File: config.mk
export PLATFORM = sky130hd
export DESIGN_NAME = prime_sieve_engine
export DESIGN_NICKNAME = d
export VERILOG_FILES = /design/src/rtl/psieve_pkg.sv /design/src/rtl/psieve_flags.sv /design/src/rtl/psieve_bcd.sv /design/src/rtl/prime_sieve_engine.sv
export SDC_FILE = /design/constraint.sdc
export NUM_CORES = 2
export LEC_CHECK = 0
export ABC_AREA = 1
export BUFFER_PORTS_ARGS = -buffer_cell sky130_fd_sc_hd__buf_2
export CAP_MARGIN = 20
export CORE_ASPECT_RATIO = 1.75
export CORE_MARGIN = 2
export CORE_UTILIZATION = 50
export CTS_CLUSTER_SIZE = 30
export DETAILED_ROUTE_END_ITERATION = 10
export PLACE_DENSITY = 0.68
export SLEW_MARGIN = 5
export SYNTH_ARGS = -nofsm -noshare
export SYNTH_HDL_FRONTEND = slang
export SYNTH_SLANG_ARGS = --single-unit
File: constraint.sdc
create_clock -name clk -period 43.9 [get_ports clk]
set_input_delay 2.195 -clock clk [delete_from_list [all_inputs] [get_ports clk]]
set_output_delay 2.195 -clock clk [all_outputs]
set_load 0.01 [all_outputs]
File: src/rtl/psieve_pkg.sv
package psieve_pkg;

  typedef enum logic [2:0] {
    S_CLEAR  = 3'd0,
    S_IDLE   = 3'd1,
    S_SCAN   = 3'd2,
    S_STRIKE = 3'd3,
    S_DONE   = 3'd4
  } sieve_state_t;

  // number of decimal digits needed to print v
  function automatic int dec_digits(input int v);
    int n;
    int r;
    n = 1;
    r = v;
    while (r >= 10) begin
      r = r / 10;
      n = n + 1;
    end
    return n;
  endfunction

endpackage

File: src/rtl/psieve_flags.sv
module psieve_flags #(
  parameter int DEPTH = 1024,
  localparam int AIW = $clog2(DEPTH + 1),
  localparam int AW  = $clog2(DEPTH)
) (
  input  logic           clk,
  input  logic           rst_n,
  input  logic           wr_en,
  input  logic [AIW-1:0] wr_addr,
  input  logic           wr_data,
  input  logic [AIW-1:0] rd_addr,
  output logic           rd_data
);

  // contents are not reset: the controller walks every entry after reset
  logic mem_q [DEPTH];

  always_ff @(posedge clk) begin
    if (wr_en && (wr_addr < AIW'(DEPTH))) begin
      mem_q[wr_addr[AW-1:0]] <= wr_data;
    end
  end

  // out-of-range reads look struck so they are never taken as prime
  assign rd_data = (rd_addr < AIW'(DEPTH)) ? mem_q[rd_addr[AW-1:0]] : 1'b1;

  // every write stays inside the table
  a_r5_write_in_range: assert property (@(posedge clk) disable iff (!rst_n)
    wr_en |-> (wr_addr < AIW'(DEPTH)));

endmodule

File: src/rtl/psieve_bcd.sv
module psieve_bcd #(
  parameter int W = 11,
  parameter int D = 4,
  localparam int SW = 4 * D + W,
  localparam int CW = $clog2(W + 1)
) (
  input  logic           clk,
  input  logic           rst_n,
  input  logic           start_i,
  input  logic [W-1:0]   bin_i,
  output logic [4*D-1:0] digits_o,
  output logic           valid_o
);

  logic [SW-1:0]  sh_q, sh_d, adj;
  logic [CW-1:0]  cnt_q, cnt_d;
  logic [4*D-1:0] dig_q, dig_d;
  logic           val_q, val_d;

  // add 3 to every digit of 5 or more before each shift
  generate
    for (genvar g = 0; g < D; g++) begin : g_adj
      logic [3:0] dg;
      assign dg = sh_q[W + 4*g +: 4];
      assign adj[W + 4*g +: 4] = (dg >= 4'd5) ? dg + 4'd3 : dg;
    end
  endgenerate
  assign adj[W-1:0] = sh_q[W-1:0];

  always_comb begin
    sh_d  = sh_q;
    cnt_d = cnt_q;
    dig_d = dig_q;
    val_d = 1'b0;
    if (start_i) begin
      sh_d  = {{(4*D){1'b0}}, bin_i};
      cnt_d = CW'(W);
    end else if (cnt_q != '0) begin
      sh_d  = adj << 1;
      cnt_d = cnt_q - 1'b1;
      if (cnt_q == CW'(1)) begin
        dig_d = sh_d[SW-1:W];
        val_d = 1'b1;
      end
    end
  end

  always_ff @(posedge clk or negedge rst_n) begin
    if (!rst_n) begin
      sh_q  <= '0;
      cnt_q <= '0;
      dig_q <= '0;
      val_q <= 1'b0;
    end else begin
      sh_q  <= sh_d;
      cnt_q <= cnt_d;
      dig_q <= dig_d;
      val_q <= val_d;
    end
  end

  assign digits_o = dig_q;
  assign valid_o  = val_q;

  // each published digit is a legal decimal digit
  generate
    for (genvar g = 0; g < D; g++) begin : g_chk
      a_r8_digit_range: assert property (@(posedge clk) disable iff (!rst_n)
        val_q |-> (dig_q[4*g +: 4] <= 4'd9));
    end
  endgenerate

  // result pulse lasts one cycle
  a_r8_valid_pulse: assert property (@(posedge clk) disable iff (!rst_n)
    val_q |=> !val_q);

endmodule

File: src/rtl/prime_sieve_engine.sv
module prime_sieve_engine
  import psieve_pkg::*;
#(
  parameter int LIMIT = 1024,
  parameter int REQ_W = 8,
  localparam int W  = $clog2(LIMIT + 1),
  localparam int D  = dec_digits(LIMIT - 1),
  localparam int MW = 2 * W
) (
  input  logic           clk,
  input  logic           rst_n,
  input  logic           tick_i,
  output logic [W-1:0]   prime_o,
  output logic           prime_valid_o,
  output logic [4*D-1:0] digits_o,
  output logic           digits_valid_o,
  output logic           done_o
);

  localparam logic [W-1:0]     LIM_W   = W'(LIMIT);
  localparam logic [MW-1:0]    LIM_M   = MW'(LIMIT);
  localparam logic [REQ_W-1:0] REQ_MAX = '1;

  sieve_state_t     state_q, state_d;
  logic [W-1:0]     cand_q, cand_d;
  logic [W-1:0]     clr_q, clr_d;
  logic [W-1:0]     prime_q, prime_d;
  logic [MW-1:0]    mult_q, mult_d;
  logic [REQ_W-1:0] req_q, req_d;
  logic             pval_q, pval_d;

  logic             flag_rd, wr_en, wr_data, found, launch, req_inc;
  logic [W-1:0]     wr_addr;
  logic [MW-1:0]    square;

  psieve_flags #(.DEPTH(LIMIT)) u_flags (
    .clk     (clk),
    .rst_n   (rst_n),
    .wr_en   (wr_en),
    .wr_addr (wr_addr),
    .wr_data (wr_data),
    .rd_addr (cand_q),
    .rd_data (flag_rd)
  );

  assign square  = MW'(cand_q) * MW'(cand_q);
  assign found   = (state_q == S_SCAN) && (cand_q != LIM_W) && !flag_rd;
  assign launch  = (state_q == S_IDLE) && (req_q != '0);
  assign req_inc = tick_i && (state_q != S_DONE) && (req_q != REQ_MAX);

  // flag write port: clear walk or strike step
  always_comb begin
    wr_en   = 1'b0;
    wr_addr = clr_q;
    wr_data = 1'b0;
    if (state_q == S_CLEAR) begin
      wr_en = 1'b1;
    end else if ((state_q == S_STRIKE) && (mult_q < LIM_M)) begin
      wr_en   = 1'b1;
      wr_addr = mult_q[W-1:0];
      wr_data = 1'b1;
    end
  end

  // next-state logic
  always_comb begin
    state_d = state_q;
    cand_d  = cand_q;
    clr_d   = clr_q;
    prime_d = prime_q;
    mult_d  = mult_q;
    pval_d  = 1'b0;
    req_d   = req_q + REQ_W'(req_inc) - REQ_W'(launch);
    unique case (state_q)
      S_CLEAR: begin
        clr_d = clr_q + 1'b1;
        if (clr_q == W'(LIMIT - 1)) state_d = S_IDLE;
      end
      S_IDLE: begin
        if (launch) state_d = S_SCAN;
      end
      S_SCAN: begin
        if (cand_q == LIM_W) begin
          state_d = S_DONE;
        end else begin
          cand_d = cand_q + 1'b1;
          if (found) begin
            prime_d = cand_q;
            pval_d  = 1'b1;
            mult_d  = square;
            state_d = S_STRIKE;
          end
        end
      end
      S_STRIKE: begin
        if (mult_q < LIM_M) mult_d = mult_q + MW'(prime_q);
        else                state_d = S_IDLE;
      end
      S_DONE: state_d = S_DONE;
      default: state_d = S_IDLE;
    endcase
  end

  always_ff @(posedge clk or negedge rst_n) begin
    if (!rst_n) begin
      state_q <= S_CLEAR;
      cand_q  <= W'(2);
      clr_q   <= '0;
      prime_q <= '0;
      mult_q  <= '0;
      req_q   <= '0;
      pval_q  <= 1'b0;
    end else begin
      state_q <= state_d;
      cand_q  <= cand_d;
      clr_q   <= clr_d;
      prime_q <= prime_d;
      mult_q  <= mult_d;
      req_q   <= req_d;
      pval_q  <= pval_d;
    end
  end

  psieve_bcd #(.W(W), .D(D)) u_bcd (
    .clk      (clk),
    .rst_n    (rst_n),
    .start_i  (pval_d),
    .bin_i    (prime_d),
    .digits_o (digits_o),
    .valid_o  (digits_valid_o)
  );

  assign prime_o       = prime_q;
  assign prime_valid_o = pval_q;
  assign done_o        = (state_q == S_DONE);

  // new-prime pulse lasts one cycle
  a_r2_valid_pulse: assert property (@(posedge clk) disable iff (!rst_n)
    pval_q |=> !pval_q);
  // a reported prime is inside the sieved range
  a_r2_prime_range: assert property (@(posedge clk) disable iff (!rst_n)
    pval_q |-> (prime_q >= W'(2)) && (prime_q < LIM_W));
  // output holds between pulses
  a_r3_prime_hold: assert property (@(posedge clk) disable iff (!rst_n)
    !pval_d |=> $stable(prime_q));
  // a struck candidate advances by exactly one
  a_r6_scan_step: assert property (@(posedge clk) disable iff (!rst_n)
    (state_q == S_SCAN && cand_q != LIM_W && flag_rd) |=> (cand_q == $past(cand_q) + 1'b1));
  // completion is sticky and freezes the prime
  a_r7_done_sticky: assert property (@(posedge clk) disable iff (!rst_n)
    done_o |=> done_o && $stable(prime_q) && !pval_q);
  // a counted request with no launch raises the pending count
  a_r4_req_count: assert property (@(posedge clk) disable iff (!rst_n)
    (req_inc && !launch) |=> (req_q == $past(req_q) + 1'b1));

endmodule

* Word level (Yosys, flattened, before mapping) *
Memories as Yosys holds them, arrays and structs flattened.
Cells that the tools add are included.

word-level totals
  bits of input ports = 3
  memories = 1
  bits in writable memories = 1024
  logic and storage cells = 101
  register bits after elaboration = 115
  output and inout bits = 30

cells by class
  $mul = 1
  add/sub/neg operators = 10
  bitwise gates (word level) = 2
  muxes and demuxes = 35
  equality and inequality tests = 17
  reduce and logical (&&, ||, !) cells = 17
  order comparisons = 7

memory list
  memory         words  width  read ports  clocked after memory_dff  write ports  line                source
  u_flags.mem_q  1024   1      1           0                         1            psieve_flags.sv:16  logic mem_q [DEPTH];

operator list
  cell                                                                     count
  22-bit 2-to-1 mux                                                        3
  11-bit 2-to-1 mux                                                        5
  27-bit 2-to-1 mux                                                        2
  22-bit one-hot mux with 2 select lines                                   1
  11-bit by 1-bit adder with 11-bit output (second input constant)         2
  22-bit by 11-bit adder with 22-bit output                                1
  11-bit < comparator (second input constant)                              2
  22-bit by 11-bit < comparator with 1-bit output (second input constant)  1
  11-bit by 11-bit multiplier with 22-bit output                           1
  4-bit 2-to-1 mux                                                         5
  3-bit 2-to-1 mux                                                         6
  4-bit by 3-bit >= comparator with 1-bit output (second input constant)   4
  3-bit one-hot mux with 5 select lines                                    1
  4-bit by 2-bit adder with 4-bit output (second input constant)           3
  1-bit 2-to-1 mux                                                         12
  11-bit by 10-bit == test with 1-bit output (second input constant)       1
  11-bit == test (second input constant)                                   1
  11-bit != test (second input constant)                                   1
  8-bit by 1-bit adder with 8-bit output                                   1
  2-bit != test (second input constant)                                    4
  8-bit != test (second input constant)                                    1
  4-bit AND reduction                                                      2
  8-bit nonzero test                                                       1
  8-bit by 1-bit subtractor with 8-bit output                              1
  17 further kinds                                                         27

* Longest topological paths before layout *
  depth after elaboration = 9
  mapped depth = 32
  depth with buffers taken out = 27

* By module *
Synthesis repeated with hierarchy kept, for this count alone.

unflattened totals
  cell total of the unflattened synthesis = 5941
  area, all modules = 56392.8 µm²

by module, submodules not included
  module              cells an instance  area each (µm²)  instances
  psieve_flags        4679               46382.0          1
  prime_sieve_engine  973                7536.0           1
  psieve_bcd          289                2474.9           1

* Least setup slack after synthesis *
Ideal clock, no wire load.

  path type = flip-flop to flip-flop
  start point = register state_q[2]
  end point = memory u_flags.mem_q[0], data pin
  cell stages (with the launch flop) = 4
  slack = -3164 ps
  setup time = 7766 ps
  arrival = 39299 ps
  buffers on the path = 0
  cell sequence = dfrtp_1 -> nor3_2 -> inv_1 -> nor3_1

on the way
  cells in the longest elaborated chain, start to end = 4

ends and longest elaborated chain
  item                                      line                       source
  start: declaration                        prime_sieve_engine.sv:24   sieve_state_t state_q, state_d;
  start signal: assignment                  prime_sieve_engine.sv:114  state_q <= state_d;
  3-bit by 2-bit == test with 1-bit output  prime_sieve_engine.sv:58   end else if ((state_q == S_STRIKE) && (mult_q < LIM_M)) begin
  1-bit logical AND                         prime_sieve_engine.sv:58
  1-bit 2-to-1 mux                          prime_sieve_engine.sv:58
  1-bit 2-to-1 mux (*)                      prime_sieve_engine.sv:56   if (state_q == S_CLEAR) begin
  net u_flags.wr_data                       psieve_flags.sv:10         input logic wr_data,
  end: declaration                          psieve_flags.sv:16

Mark *: on every way through the listed nets, which the timed path passes. The rest lies on a longest branch.

* Worst setup path in the final report *
  start point = register cand_q[1]
  end point = register mult_q[17]

on the way
  cells in the longest elaborated chain, start to end = 6

ends and longest elaborated chain
  item                                                                                    line                       source
  start: declaration                                                                      prime_sieve_engine.sv:25   logic [W-1:0] cand_q, cand_d;
  start signal: assignment                                                                prime_sieve_engine.sv:115  cand_q <= cand_d;
  branches (longest 6 deep; another with 11-bit by 11-bit multiplier with 22-bit output)  --
  end signal: assignment                                                                  prime_sieve_engine.sv:118  mult_q <= mult_d;
  end: declaration                                                                        prime_sieve_engine.sv:28   logic [MW-1:0] mult_q, mult_d;

Parallel ways; which one is timed is not known. The select of a mux whose other input is x is not followed.
A chain may end at the register's enable or synchronous reset.

==> results <==
- For this design, the sink count on the clock tree is 1139.
- The number of resized instances in the post-cts repair step is 0.
- The dominant synthesized flop cell is edfxtp_1.
- The floorplan step set the die width to 259 µm.
- The worst clock skew on the final layout is 18.6 ps.
- In the final layout, the share of cells above drive strength 1 is 5.65%.
- The count of nets left with antenna violations once routing finished came out at 0.
- After clock tree synthesis, the clock-pin slew on the worst setup and hold paths is 70 ps.
- The finished cells cover 61800 µm².
- The async set-or-reset flop fraction in the synthesized netlist is 10.1%.
- In this run the worst hold path is classified as reg -> reg.
- TritonCTS built the clock tree.
- The category of the worst setup path capture point is a flop.
- STA puts the critical path data required time at 44520 ps.
- On the worst path, the slowest cell contributes a delay of 1170 ps.
- Detailed routing inserted a total of 43682 vias.
- The violation count after the first detailed-route iteration is 5664.
- The net count reported at finish is 6249.
- The H-tree was split into 3 levels.
- The shortest period the worst path allows is 6590 ps.
- After detailed routing, the number of remaining DRC violations is 0.
- In this run the static leakage power is 22.7 nW.
- The height of the die is 451 µm.
- 33 I/O pins were placed.
- After filler insertion, the fill cell instance count of the layout stands at 10074.
- The share of cell area taken by muxes after synthesis is 0%.
- The number of post-CTS setup repair buffers is 0.
- The setup slack at placement is 37420 ps.
- The count of cell types in the netlist is 45.
- TritonCTS created 99 clock buffers.
- Using the TritonRoute via totals, the vias-per-cell ratio works out to 5.70.
- The first detailed-routing pass ran for 6 iterations.
- Setup repair after global routing left no endpoint under its margin.
- For this block, the routed nets add up to 167000 µm of wire.
- The cell area after placement is 57900 µm².
- The via count of the first global-routing pass is 42152.
- Buffers inserted to repair hold after CTS numbered 0.
- The met2 track demand over resource is 50.0%.
- Summing the areas of all fa, ha and maj instances in the mapped netlist gives 4.27% of the synthesized area.
- The signed area change from the synthesized netlist to the final layout is 8.29%.
- The routability congestion estimate from global placement is 0.936.
- In the global route stage, met3 resource usage came out at 4.47%.
- The buffer cell driving the clock tree root is clkbuf_16.
- Max-cap violations in this run came to 0.
- In the global route stage, overall resource usage came out at 28.2%.
- Derived from the worst setup path, the maximum achievable clock frequency is 0.152 GHz.
- The cell with the biggest individual delay on the critical path is dfstp_4.
- The synthesized netlist devotes 5.07% of its cell area to compound gates.
- The die covers 117000 µm².
- The wire-length estimate of the detail-placed layout is 89500 µm.
- Sorting the synthesized cells by area gives the leading types as edfxtp_1 54%, nor2_1 11%, nand2_1 8.5%.
- The share of the cycle needed by the critical path after routing is 15.0%.
- Data arrives at the worst endpoint at 7200 ps.
- The latest clock arrival within the worst-skew pair is 740 ps.
- The maximum ir drop on the vdd rail is 34.1 µV.
- The count of yosys warnings during synthesis is 0.
- Summed over its instances, the top area cell type makes up 53.9% of the synthesized netlist area.
- The total overflow left after global routing is 0.
- The critical path start-end classification is reg -> reg.
- The initialized floorplan defines 164 standard-cell rows.
- The number of antenna violations at the first check in global routing was 0.
- At the pin with the least slew margin, the transition time is 1130 ps.
- The register bit total from synthesis is 1139.
- The proportion of synthesized chip area in sequential cells is 58.9%.
- The average detailed-routed wire length per instance is 21.7 µm.
- Along the worst path, the maximum fanout reaches 67.
- After global routing, the most crowded layer is met2.
- The combinational family with the most area after synthesis is simple AND/OR/NAND/NOR gates.
- The max-slew violation count is 0.
- Adding up every negative setup slack in the final design gives 0 ps.
- Of the total synthesized cell area, the portion taken by XOR and XNOR cells is 0.813%.
- The deepest clock path buffer count is 3.
- The fraction of the core area covered by cells at the end of the flow is 54.4%.
- The number of buffers added on ports is 32.
- The met1 track utilization from global routing is 32.0%.
- The synthesized design contains 1024 enable-type register cells.
- Setup violations remaining at the end of the flow were counted as 0.
- Power spread over the standard cell area amounts to 34.5 nW/µm².
- The run finished with clean final reports.
- The largest net degree at the start of global routing is 266.
- The first-pass GRT wire length is 249000 µm.
- The initial utilization of the core area, before any placement, comes to 50.2%.
- Once routing completed, OpenROAD measured the worst setup slack at 37310 ps.
- The floorplan step defined a core boundary enclosing 114000 µm².
- The average size of a mapped cell is 9.05 µm².
- The nature of the critical path startpoint is a flop.
- Measured against its own limit, the worst slew margin works out to 24.4%.
- Of all cell types, the one taking the most synthesized area is edfxtp_1.
- The number of hold-slack violations in the final timing report is 0.
- The cell count after synthesis came out at 6308.
- The simple-gate share of the synthesized area is 24.2%.
- In the layout the commonest cells are 1705 x nor2_1, 1269 x nand2_1, 1024 x edfxtp_1.
- The mapped netlist covers 57100 µm².
- The critical path's most frequent cell is nand2_1.
- The most common cell after layout, fill and taps aside is nor2_1.
==> layer usage <==
metal  vias to the layer above  wire [µm]
li1                      19969          -
met4                         0      10300
met1                     21181      57700
met2                      2016      84000
met3                       516      14600
met5                         -          0
==> cells by family (layout without fill, tap and decap cells) <==
family / Yosys count / count (layout)
other cells: 1 / 3
flops: 1139 / 1139
xor+xnor: 53 / 53
compound gates: 545 / 545
fa+ha+maj: 156 / 156
buf+inv: 915 / 781
simple gates: 3499 / 3499
==> cells in the mapped netlist (37+ instances only) <==
library cell  count
edfxtp_1       1024
nand2_1        1287
o211ai_1         51
dfrtp_1         114
a21oi_1          95
fa_1             65
buf_1            44
buf_2           116
ha_1             91
nor2_1         1706
nand3_1         434
xor2_1           37
clkbuf_1        242
o21ai_1          45
o21ai_0         333
inv_1           461
==> per-stage QoR <==
stage	power, mW	cells	hold WS [ps]
2_1_floorplan	1.22	6309	463
3_3_place_gp	1.23	7461	451
3_5_place_dp	1.23	7463	454
4_1_cts	2.14	7649	471
5_1_grt	2.19	7669	500
6_report	2.13	7670	469
==> worst max-delay path: cells and delay by family (launching register included) <==
family                   cells  cell delay (ps)
AO/OA/AOI/OAI                5             1020
flip-flops                   1             1170
adder cells (fa/ha/maj)      6             2010
AND/OR/NAND/NOR             10             1010
buffers and inverters        5             1160
==> power breakdown <==
part	switching, mW	total (mW)	internal (mW)	leakage, nW
registers	0.00348	1.17	1.17	8.53
logic	0.0208	0.0356	0.0147	12.5
clock network	0.414	0.925	0.510	1.63
total	0.439	2.13	1.69	22.7
==> worst paths after layout <==
path	to	cells after the start	slack [ps]	from
max	mult_q[17]	26	37310	cand_q[1]
min	u_bcd.digits_o[12]	2	470	u_bcd.digits_o[12]
max reg2reg	mult_q[17]	26	37310	cand_q[1]
min reg2reg	u_bcd.digits_o[12]	2	470	u_bcd.digits_o[12]
max in group asynchronous	cand_q[1]	3	41430	rst_n
min in group asynchronous	u_bcd.digits_o[9]	1	1420	rst_n
==> registers in the layout, indices dropped and copies added (netlist names) <==
signal and flops:
u_bcd.sh_q 27, prime_valid_o 1, cand_q 11, prime_o 11
u_bcd.valid_o 1, clr_q 11, u_bcd.digits_o 16, req_q 8
u_bcd.cnt_q 4, state_q 3, mult_q 22, u_flags.mem_q 1024
==> layout make-up <==
cell class | instances | area (µm²) | share of cell area, %
inverter | 469 | 1780 | 2.88
multi-input combinational | 4255 | 19800 | 32.1
clock buffer | 124 | 2660 | 4.29
clock inverter | 62 | 744 | 1.20
tap | 1494 | 1870 | 3.02
sequential | 1139 | 33600 | 54.4
timing repair buffer | 126 | 1300 | 2.10
antenna | 1 | 2.50 | 0.00405
No activity file was read; power rests on OpenSTA's default activity.
